[src/rtl/keylock_pkg.sv]
package keylock_pkg;

    localparam int DATA_W     = 32;
    localparam int KEY_W      = 16;
    localparam int SCRATCH_OFS = 0;
    localparam int LOCK_OFS    = 1;
    localparam int UNLOCK_OFS  = 2;
    localparam int STATUS_OFS  = 3;
    localparam logic [KEY_W-1:0] LOCK_KEY   = 16'h767B;
    localparam logic [KEY_W-1:0] UNLOCK_KEY = 16'hDF0D;

    typedef enum logic [1:0] {
        ACC_NONE,
        ACC_RO,
        ACC_WO,
        ACC_RW
    } acc_e;

    typedef enum logic [2:0] {
        TGT_NONE,
        TGT_SCRATCH,
        TGT_LOCK,
        TGT_UNLOCK,
        TGT_STATUS,
        TGT_CONST,
        TGT_BANK
    } tgt_e;

    typedef struct packed {
        acc_e acc;
        tgt_e tgt;
    } dec_t;

endpackage

[src/rtl/keylock_decode.sv]
module keylock_decode
    import keylock_pkg::*;
#(
    parameter int ADDR_W     = 10,
    parameter int CONST_BASE = 'h040,
    parameter int N_CONST    = 3,
    parameter int BANK_BASE  = 'h080,
    parameter int N_BANK     = 8,
    localparam int BIDX_W    = (N_BANK > 1) ? $clog2(N_BANK) : 1,
    localparam int CIDX_W    = (N_CONST > 1) ? $clog2(N_CONST) : 1
) (
    input  logic [ADDR_W-1:0] addr,
    output dec_t              dec,
    output logic [BIDX_W-1:0] bank_idx,
    output logic [CIDX_W-1:0] const_idx
);

    localparam int BANK_END  = BANK_BASE + N_BANK;
    localparam int CONST_END = CONST_BASE + N_CONST;

    int a;

    always_comb begin
        a         = int'(addr);
        dec       = '{acc: ACC_NONE, tgt: TGT_NONE};
        bank_idx  = '0;
        const_idx = '0;
        if (a == SCRATCH_OFS) begin
            dec = '{acc: ACC_RW, tgt: TGT_SCRATCH};
        end else if (a == LOCK_OFS) begin
            dec = '{acc: ACC_WO, tgt: TGT_LOCK};
        end else if (a == UNLOCK_OFS) begin
            dec = '{acc: ACC_WO, tgt: TGT_UNLOCK};
        end else if (a == STATUS_OFS) begin
            dec = '{acc: ACC_RO, tgt: TGT_STATUS};
        end else if (a >= CONST_BASE && a < CONST_END) begin
            dec       = '{acc: ACC_RO, tgt: TGT_CONST};
            const_idx = CIDX_W'(a - CONST_BASE);
        end else if (a >= BANK_BASE && a < BANK_END) begin
            dec      = '{acc: ACC_RW, tgt: TGT_BANK};
            bank_idx = BIDX_W'(a - BANK_BASE);
        end
    end

endmodule

[src/rtl/keylock_lock.sv]
module keylock_lock (
    input  logic clk,
    input  logic rst_n,
    input  logic set_req,
    input  logic clr_req,
    output logic locked
);

    typedef struct packed {
        logic locked;
    } lock_t;

    lock_t lock_d, lock_q;

    always_comb begin
        lock_d = lock_q;
        if (set_req) begin
            lock_d.locked = 1'b1;
        end else if (clr_req) begin
            lock_d.locked = 1'b0;
        end
    end

    always_ff @(posedge clk) begin
        if (!rst_n) begin
            lock_q <= '{locked: 1'b1};
        end else begin
            lock_q <= lock_d;
        end
    end

    assign locked = lock_q.locked;

endmodule

[src/rtl/keylock_store.sv]
module keylock_store #(
    parameter int DW              = 32,
    parameter int N_BANK          = 8,
    parameter logic [DW-1:0] RST_BASE = 32'h0001_A008,
    parameter logic [DW-1:0] RST_STEP = 32'h0101_0101,
    localparam int BIDX_W         = (N_BANK > 1) ? $clog2(N_BANK) : 1
) (
    input  logic                       clk,
    input  logic                       rst_n,
    input  logic                       bank_we,
    input  logic [BIDX_W-1:0]          bank_idx,
    input  logic [DW-1:0]              wr_data,
    input  logic                       scratch_we,
    input  logic                       scratch_bit,
    output logic [N_BANK-1:0][DW-1:0]  bank,
    output logic                       scratch
);

    typedef struct packed {
        logic                      scratch;
        logic [N_BANK-1:0][DW-1:0] regs;
    } store_t;

    function automatic store_t reset_image();
        store_t img;
        img.scratch = 1'b0;
        for (int i = 0; i < N_BANK; i++) begin
            img.regs[i] = RST_BASE ^ (DW'(i) * RST_STEP);
        end
        return img;
    endfunction

    localparam store_t RST_VAL = reset_image();

    store_t st_d, st_q;

    always_comb begin
        st_d = st_q;
        if (scratch_we) begin
            st_d.scratch = scratch_bit;
        end
        if (bank_we) begin
            st_d.regs[bank_idx] = wr_data;
        end
    end

    always_ff @(posedge clk) begin
        if (!rst_n) begin
            st_q <= RST_VAL;
        end else begin
            st_q <= st_d;
        end
    end

    assign bank    = st_q.regs;
    assign scratch = st_q.scratch;

endmodule

[src/rtl/keylock_regfile.sv]
module keylock_regfile
    import keylock_pkg::*;
#(
    parameter int ADDR_W     = 10,
    parameter int N_BANK     = 8,
    parameter int BANK_BASE  = 'h080,
    parameter int CONST_BASE = 'h040,
    parameter logic [31:0] PLL_STAT_VAL = 32'h0000_003F,
    parameter logic [31:0] BOOT_VAL     = 32'h0000_0005,
    parameter logic [31:0] IDENT_VAL    = 32'h0A5C_0001
) (
    input  logic              clk,
    input  logic              rst_n,
    input  logic              req_valid,
    input  logic              req_write,
    input  logic [ADDR_W-1:0] req_addr,
    input  logic [31:0]       req_wdata,
    output logic [31:0]       rsp_rdata,
    output logic              rsp_err
);

    localparam int N_CONST = 3;
    localparam int BIDX_W  = (N_BANK > 1) ? $clog2(N_BANK) : 1;
    localparam int CIDX_W  = $clog2(N_CONST);
    localparam logic [N_CONST-1:0][31:0] CONST_VALS = {IDENT_VAL, BOOT_VAL, PLL_STAT_VAL};

    dec_t                          dec;
    logic [BIDX_W-1:0]             bank_idx;
    logic [CIDX_W-1:0]             const_idx;
    logic                          locked;
    logic                          scratch;
    logic [N_BANK-1:0][DATA_W-1:0] bank;
    logic                          wr_req, rd_req;
    logic                          class_bad, lock_drop;
    logic                          set_req, clr_req, bank_we, scratch_we;

    keylock_decode #(
        .ADDR_W(ADDR_W), .CONST_BASE(CONST_BASE), .N_CONST(N_CONST),
        .BANK_BASE(BANK_BASE), .N_BANK(N_BANK)
    ) i_decode (
        .addr(req_addr), .dec(dec), .bank_idx(bank_idx), .const_idx(const_idx)
    );

    always_comb begin
        wr_req     = req_valid && req_write;
        rd_req     = req_valid && !req_write;
        class_bad  = (dec.acc == ACC_NONE)
                   || (req_write && dec.acc == ACC_RO)
                   || (!req_write && dec.acc == ACC_WO);
        lock_drop  = wr_req && locked && dec.tgt == TGT_BANK;
        set_req    = wr_req && dec.tgt == TGT_LOCK && req_wdata[KEY_W-1:0] == LOCK_KEY;
        clr_req    = wr_req && dec.tgt == TGT_UNLOCK && req_wdata[KEY_W-1:0] == UNLOCK_KEY;
        bank_we    = wr_req && !locked && dec.tgt == TGT_BANK;
        scratch_we = wr_req && dec.tgt == TGT_SCRATCH;
        rsp_err    = (req_valid && class_bad) || lock_drop;
    end

    keylock_lock i_lock (
        .clk(clk), .rst_n(rst_n), .set_req(set_req), .clr_req(clr_req), .locked(locked)
    );

    keylock_store #(.DW(DATA_W), .N_BANK(N_BANK)) i_store (
        .clk(clk), .rst_n(rst_n), .bank_we(bank_we), .bank_idx(bank_idx),
        .wr_data(req_wdata), .scratch_we(scratch_we), .scratch_bit(req_wdata[0]),
        .bank(bank), .scratch(scratch)
    );

    always_comb begin
        unique case (dec.tgt)
            TGT_SCRATCH: rsp_rdata = {31'b0, scratch};
            TGT_STATUS:  rsp_rdata = {31'b0, locked};
            TGT_CONST:   rsp_rdata = CONST_VALS[const_idx];
            TGT_BANK:    rsp_rdata = bank[bank_idx];
            default:     rsp_rdata = '0;
        endcase
    end


    lock_set_chk: assert property (@(posedge clk) disable iff (!rst_n)
        (locked && !$past(locked)) |-> $past(req_valid && req_write
            && req_addr == ADDR_W'(LOCK_OFS) && req_wdata[15:0] == 16'h767B));


    unlock_clr_chk: assert property (@(posedge clk) disable iff (!rst_n)
        (!locked && $past(locked)) |-> $past(req_valid && req_write
            && req_addr == ADDR_W'(UNLOCK_OFS) && req_wdata[15:0] == 16'hDF0D));


    locked_drop_chk: assert property (@(posedge clk) disable iff (!rst_n)
        (req_valid && req_write && locked && int'(req_addr) >= BANK_BASE
            && int'(req_addr) < BANK_BASE + N_BANK) |-> rsp_err ##1 $stable(bank));


    scratch_upper_chk: assert property (@(posedge clk) disable iff (!rst_n)
        (req_addr == ADDR_W'(SCRATCH_OFS)) |-> (rsp_rdata[31:1] == '0 && !rsp_err));


    wo_read_chk: assert property (@(posedge clk) disable iff (!rst_n)
        (req_valid && !req_write && (req_addr == ADDR_W'(LOCK_OFS)
            || req_addr == ADDR_W'(UNLOCK_OFS))) |-> (rsp_err && rsp_rdata == '0));


    err_needs_req_chk: assert property (@(posedge clk) disable iff (!rst_n)
        rsp_err |-> req_valid);

endmodule

[config.mk]
export PLATFORM = sky130hd
export DESIGN_NAME = keylock_regfile
export DESIGN_NICKNAME = d
export VERILOG_FILES = /design/src/rtl/keylock_pkg.sv /design/src/rtl/keylock_decode.sv /design/src/rtl/keylock_lock.sv /design/src/rtl/keylock_store.sv /design/src/rtl/keylock_regfile.sv
export SDC_FILE = /design/constraint.sdc
export NUM_CORES = 1
export LEC_CHECK = 0
export BUFFER_PORTS_ARGS = -buffer_cell sky130_fd_sc_hd__clkbuf_2
export CAP_MARGIN = 25
export CORE_MARGIN = 4
export CORE_UTILIZATION = 25
export DETAILED_ROUTE_END_ITERATION = 16
export PLACE_DENSITY_LB_ADDON = 0.05
export SLEW_MARGIN = 10
export SYNTH_ARGS = -nofsm -noshare
export SYNTH_HDL_FRONTEND = slang
export SYNTH_HIERARCHICAL = 1
export SYNTH_SLANG_ARGS = --single-unit
export TNS_END_PERCENT = 30
[constraint.sdc]
create_clock -name clk -period 4.6 [get_ports clk]
set_input_delay 0.69 -clock clk [delete_from_list [all_inputs] [get_ports clk]]
set_output_delay 0.69 -clock clk [all_outputs]
set_load 0.1 [all_outputs]
==> out/qor.txt, run 1 <==
Run status: complete, no violations
Largest family of logic cells by synthesized area: multiplexers
Post-synthesis adder-cell area fraction: 0%
Startpoint type of the worst setup path: input port
Gate power share: 3.3%
Die span in x: 228 um
Worst setup path category: input port to output port
CORE AREA: 47800 sq um
FP Rows: 80
Io pins: 79
Drt first pass iters: 4
Number of DRC markers in iteration 0: 385
Worst min path class: register to register
Clock transition at path regs: 0.05 ns
Gr usage total: 14.6%
Vias/cell: 4.60
Synth Area in Compound Gates: 2.12%
Fin nets: 1235
Reg power frac: 44.2%
Yosys Warn Count: 6
Xor/xnor cell area share of the yosys netlist: 0.0722%
Routability cong.: 0.678
Setup_tns: 0 ns
Avg Cell Area, Syn: 10.8 sq um
Clock power frac: 52.5%
Final critical-path share of the clock period: 88.8%
CP endpoint kind: output port
Slew HR: 43.2%
Max Cap Viol: 0
First-pass GRT wire length: 58900 um
Peak supply drop: 0.170 mV
Slew @ Worst Pin: 0.848 ns
Ys flop type: dfxtp_1
Syn_nets: 1167
Die area: 52100 sq um
Simple-gate area share of the yosys netlist: 15.6%
Unrepaired setup endpoints after global routing: no
Final Skew: 0.0179 ns
Clock root buffer: clkbuf_16
Post-CTS Hold Fix Bufs: 0
Pin count of the biggest net entering global routing: 105
P per Cell Area: 339 nW/um^2
Die Ht: 228 um
Post-synth cell types: 50
Final Hold Fails: 0
CP arrival: 3.39 ns
Top cells by area, synth: dfxtp_1, mux2i_1, mux4_2, nand2_1, nor2b_1
Input/output buffers: 78
Switching Fraction: 22.7%
Sequential share of the synthesized area: 42.6%
Post-CTS resize count: 0
Mux share of post-synthesis cell area: 35.0%
P_sw: 1.15 mW
Mapped Cells: 1121
Largest area contributor in the netlist: dfxtp_1
Leakage: 6.33 nW
Layout cells sized above 1: 20.3%
CTS tree: yes
H-tree depth: 2
Int Power: 3.91 mW
Clk Latency, worst-skew pair: 0.54 ns
Post-synth ARST share: 0%
Starting Density: 25.4%
DR DRC count: 0
Total power: 5.06 mW
Fill cell count: 4884
Final ANT Viol Nets: 0
Mapped Area: 12100 sq um
Peak Freq: 245 MHz
Tmin final: 4.08 ns
Post-synth EDFFs: 0
Multi-input logic area: 6510 sq um
Vias in the first global route: 9015
Post-CTS Setup Bufs: 0
Congestion Overflow GR: 0
Initial antenna violation count: 1
Vias: 8410
Slew Limit Fails: 0
Clock sink total: 258
Share of the synthesized area in the top cell type: 42.6%
Clock buffer count from CTS: 35
Register area: 5160 sq um
Wire per inst: 20.9 um
Crit path required time: 3.91 ns
Synth cell count leaders: mux2i_1, dfxtp_1, nand2_1
Area growth syn-to-layout: 22.9%
#FFs+latches synth: 258
Final setup viols: 0
Drt total wl: 38300 um
Hpwl dp: 23400 um
Inserted Diodes: 0
Most common cell in the synthesized netlist: mux2i_1
Clock buffer depth: 3
CP max FO: 7
## cell usage in the layout, fill, tap and decap left out, types with 2 or more instances in the layout
master,Yosys,routed
mux2i_1,297,297
nor4_1,2,2
buf_12,2,41
nand2b_1,9,9
nor2_1,24,24
clkbuf_1,22,14
dfxtp_1,258,258
nor2b_1,91,91
nor4bb_2,0,2
a31o_2,6,6
nand2_1,215,215
o21ai_0,2,2
nor3_1,4,3
clkbuf_16,0,36
o21bai_1,4,4
a31oi_1,3,3
buf_4,11,37
and3b_1,2,2
nand3b_1,6,6
nand4_1,3,3
inv_1,2,2
mux4_2,52,52
nand4bb_4,0,2
and3_4,0,3
nand4b_1,4,4
a21oi_1,2,2
a22oi_1,7,7
mux4_1,4,4
clkbuf_8,0,12
clkbuf_2,0,44
nor4b_1,3,3
## path summary, 6_finish.rpt
check	start	end	slack, ns	cells after the start
max	req_addr[9]	rsp_err	0.52	8
max reg2reg	i_lock/locked	i_store/bank[5]	2.66	5
min	i_store/bank[25]	i_store/bank[25]	0.45	2
min reg2reg	i_store/bank[25]	i_store/bank[25]	0.45	2
## worst max-delay path, stage by stage
cell and delay [ns]:
clkbuf_2 0.08, or4_4 0.54, nor3_1 0.27, and2_1 0.51, and3b_1 0.63, nand2_1 0.15, a31oi_1 0.30, buf_12 0.22
## per-stage QoR
stage | hold slack [ns] | cells | setup WS (ns) | util (%) | cell area, sq um
after floorplan | 0.432 | 1121 | 0.0683 | - | 12100
after global placement | 0.440 | 1767 | 0.461 | 28.8 | 13800
after detailed placement | 0.443 | 1767 | 0.459 | 28.8 | 13800
after CTS | 0.442 | 1830 | 0.453 | 31.2 | 14900
after global routing | 0.471 | 1830 | 0.375 | 31.2 | 14900
final | 0.453 | 1830 | 0.515 | 31.2 | 14900
## cell type report
cell class,instances,area share [%]
flip-flops and latches,258,34.6
clock buffers,61,7.41
repair buffers,123,8.94
inverters,2,0.0503
multi-input cells,769,43.6
well taps,615,5.16
clock inverters,2,0.168
## layer usage
metal  part of all wire (%)  track usage (%)
met5                  0.034                0
met4                    2.0             4.25
met3                    2.5             2.18
met2                     46             23.6
met1                     49             20.4
## sequential cells by signal, summed over array words and instances, names as in the netlist
name             count
i_lock/locked        1
i_store/bank       256
i_store/scratch      1
## power groups by stage
| stage | Sequential, mW | Clock [mW] | Combinational, mW |
|---|---|---|---|
| floorplan | 2.28 | 0 | 0.0975 |
| global placement | 2.28 | 0 | 0.176 |
| detailed placement | 2.28 | 0 | 0.172 |
| CTS | 2.23 | 2.77 | 0.173 |
| global route | 2.23 | 2.85 | 0.184 |
| finish | 2.24 | 2.66 | 0.168 |
## logic make-up (layout without fill, tap and decap cells)
kind of cell | count (synthesis) | in the layout
buffers and inverters | 94 | 188
AO/OA/AOI/OAI | 32 | 32
multiplexers | 353 | 353
XOR/XNOR | 1 | 1
flip-flops | 258 | 258
AND/OR/NAND/NOR | 383 | 383
No activity file was read; power rests on OpenSTA's default activity.
==> inputs of run 2 (changes only) <==
==> constraint.sdc (replaced) <==
create_clock -name clk -period 4.6 [get_ports clk]
set_input_delay 0.23 -clock clk [delete_from_list [all_inputs] [get_ports clk]]
set_output_delay 0.23 -clock clk [all_outputs]
set_load 0.1 [all_outputs]
==> run 2 against run 1 <==
Against the previous run:
- worst setup slack improved by 0.59 ns
- register-to-register slack got worse by 0.05 ns
- critical path depth unchanged
- sequential power about the same
- critical endpoint is now rsp_rdata[3]
- largest cell class unchanged
- largest power group unchanged
==> out/qor.txt, run 2 (synthesized netlist as in run 1, its figures left out) <==
Run status: complete, no violations
Peak Freq: 286 MHz
Vias in the first global route: 8946
Final Skew: 0.0191 ns
Layout cells sized above 1: 19.9%
Wire per inst: 20.9 um
Inserted Diodes: 0
Die area: 52100 sq um
CTS tree: yes
Max Cap Viol: 0
Clock sink total: 258
Fin util: 30.0%
Peak supply drop: 0.204 mV
Tmin final: 3.49 ns
CP max stage delay: 0.70 ns
Commonest non-fill, non-tap cells in the layout: mux2i_1, dfxtp_1, nand2_1, nor2b_1, clkbuf_2
DR DRC count: 0
Setup_tns: 0 ns
Fin nets: 1229
FP Rows: 80
Area growth syn-to-layout: 18.2%
Input/output buffers: 78
Final Hold Fails: 0
Initial antenna violation count: 0
Vias/cell: 4.56
Gr usage total: 14.5%
Leakage: 6.19 nW
CP arrival: 3.26 ns
Starting Density: 25.4%
CP max FO: 8
Io pins: 79
Clock buffer depth: 3
Clock root buffer: clkbuf_16
Final setup viols: 0
Largest register FFs: 256
Crit path required time: 4.37 ns
CP endpoint kind: output port
Final critical-path share of the clock period: 75.9%
Slew @ Worst Pin: 0.950 ns
Startpoint type of the worst setup path: input port
Clock transition at path regs: 0.05 ns
Unrepaired setup endpoints after global routing: no
CP delay by family, top: simple AND/OR/NAND/NOR gates
Number of DRC markers in iteration 0: 381
Congestion Overflow GR: 0
Crit path buf inv count: 2
CORE AREA: 47800 sq um
Slew Limit Fails: 0
Routability cong.: 0.669
Hpwl dp: 23600 um
Most frequent CP cell: clkbuf_2
CP max stage cell: nor3_1
Clock buffer count from CTS: 34
First-pass GRT wire length: 57900 um
Drt total wl: 38100 um
Die span in x: 228 um
H-tree depth: 2
Worst setup path category: input port to output port
Pin count of the biggest net entering global routing: 130
Cell Chain, Critical Path: clkbuf_2 > or4_4 > or2_4 > a2111oi_4 > nand3b_1 > nor3_1 > o21bai_1 > clkbuf_2
Clk Latency, worst-skew pair: 0.54 ns
Slew HR: 36.7%
P per Cell Area: 349 nW/um^2
Die Ht: 228 um
Worst min path class: input port to register
Commonest non-fill, non-tap cell in the layout: mux2i_1
Final ANT Viol Nets: 0
Post-CTS Setup Bufs: 0
Drt first pass iters: 4
Vias: 8309
run 2: report_power, final:
group,internal [mW],switching [mW]
sequential,2.24,0.00000259
clock,1.57,1.03
combinational,0.0490,0.119
run 2: path summary, 6_finish.rpt:
kind                    startpoint                end  slack [ns]  cells after the start
setup / recovery       req_addr[9]       rsp_rdata[3]        1.11                      8
hold / removal       req_wdata[25]  i_store/bank[249]        0.04                      3
setup reg to reg     i_lock/locked  i_store/bank[141]        2.61                      5
hold reg to reg   i_store/bank[30]   i_store/bank[30]        0.45                      2
run 2: metrics by stage:
stage / std cells / power (mW) / cell area, sq um / setup WS, ns / hold WS [ns]
6_report: 1822 / 5.00 / 14300 / 1.11 / 0.0411
5_1_grt: 1822 / 5.20 / 14300 / 0.949 / 0.0490
4_1_cts: 1822 / 5.12 / 14300 / 1.03 / 0.00695
3_5_place_dp: 1761 / 2.45 / 13200 / 1.06 / 0.447
3_3_place_gp: 1761 / 2.46 / 13200 / 1.00 / 0.440
2_1_floorplan: 1121 / 2.38 / 12100 / 0.258 / 0.313
run 2: metal layers:
layer | GRT usage, % | wire (um)
met1 | 19.4 | 18200
met2 | 24.5 | 18100
met3 | 2.19 | 1190
met4 | 3.90 | 651
met5 | 0 | 0
run 2: layout make-up:
cell class	instances	area, sq um
multi-input combinational	769	6500
fill	4972	33500
sequential	258	5160
clock buffer	54	1020
inverter	2	7.51
tap	615	769
timing repair buffer	118	810
clock inverter	6	73.8
run 2: repair_timing:
action	4_1_cts	5_1_grt
endpoints found under the hold margin	1	0
hold buffers	1	0
resized for setup	0	0
run 2: worst min-delay path: stages:
cell	delay (ns)
clkbuf_2	0.10
nor2b_1	0.09
mux2i_1	0.12
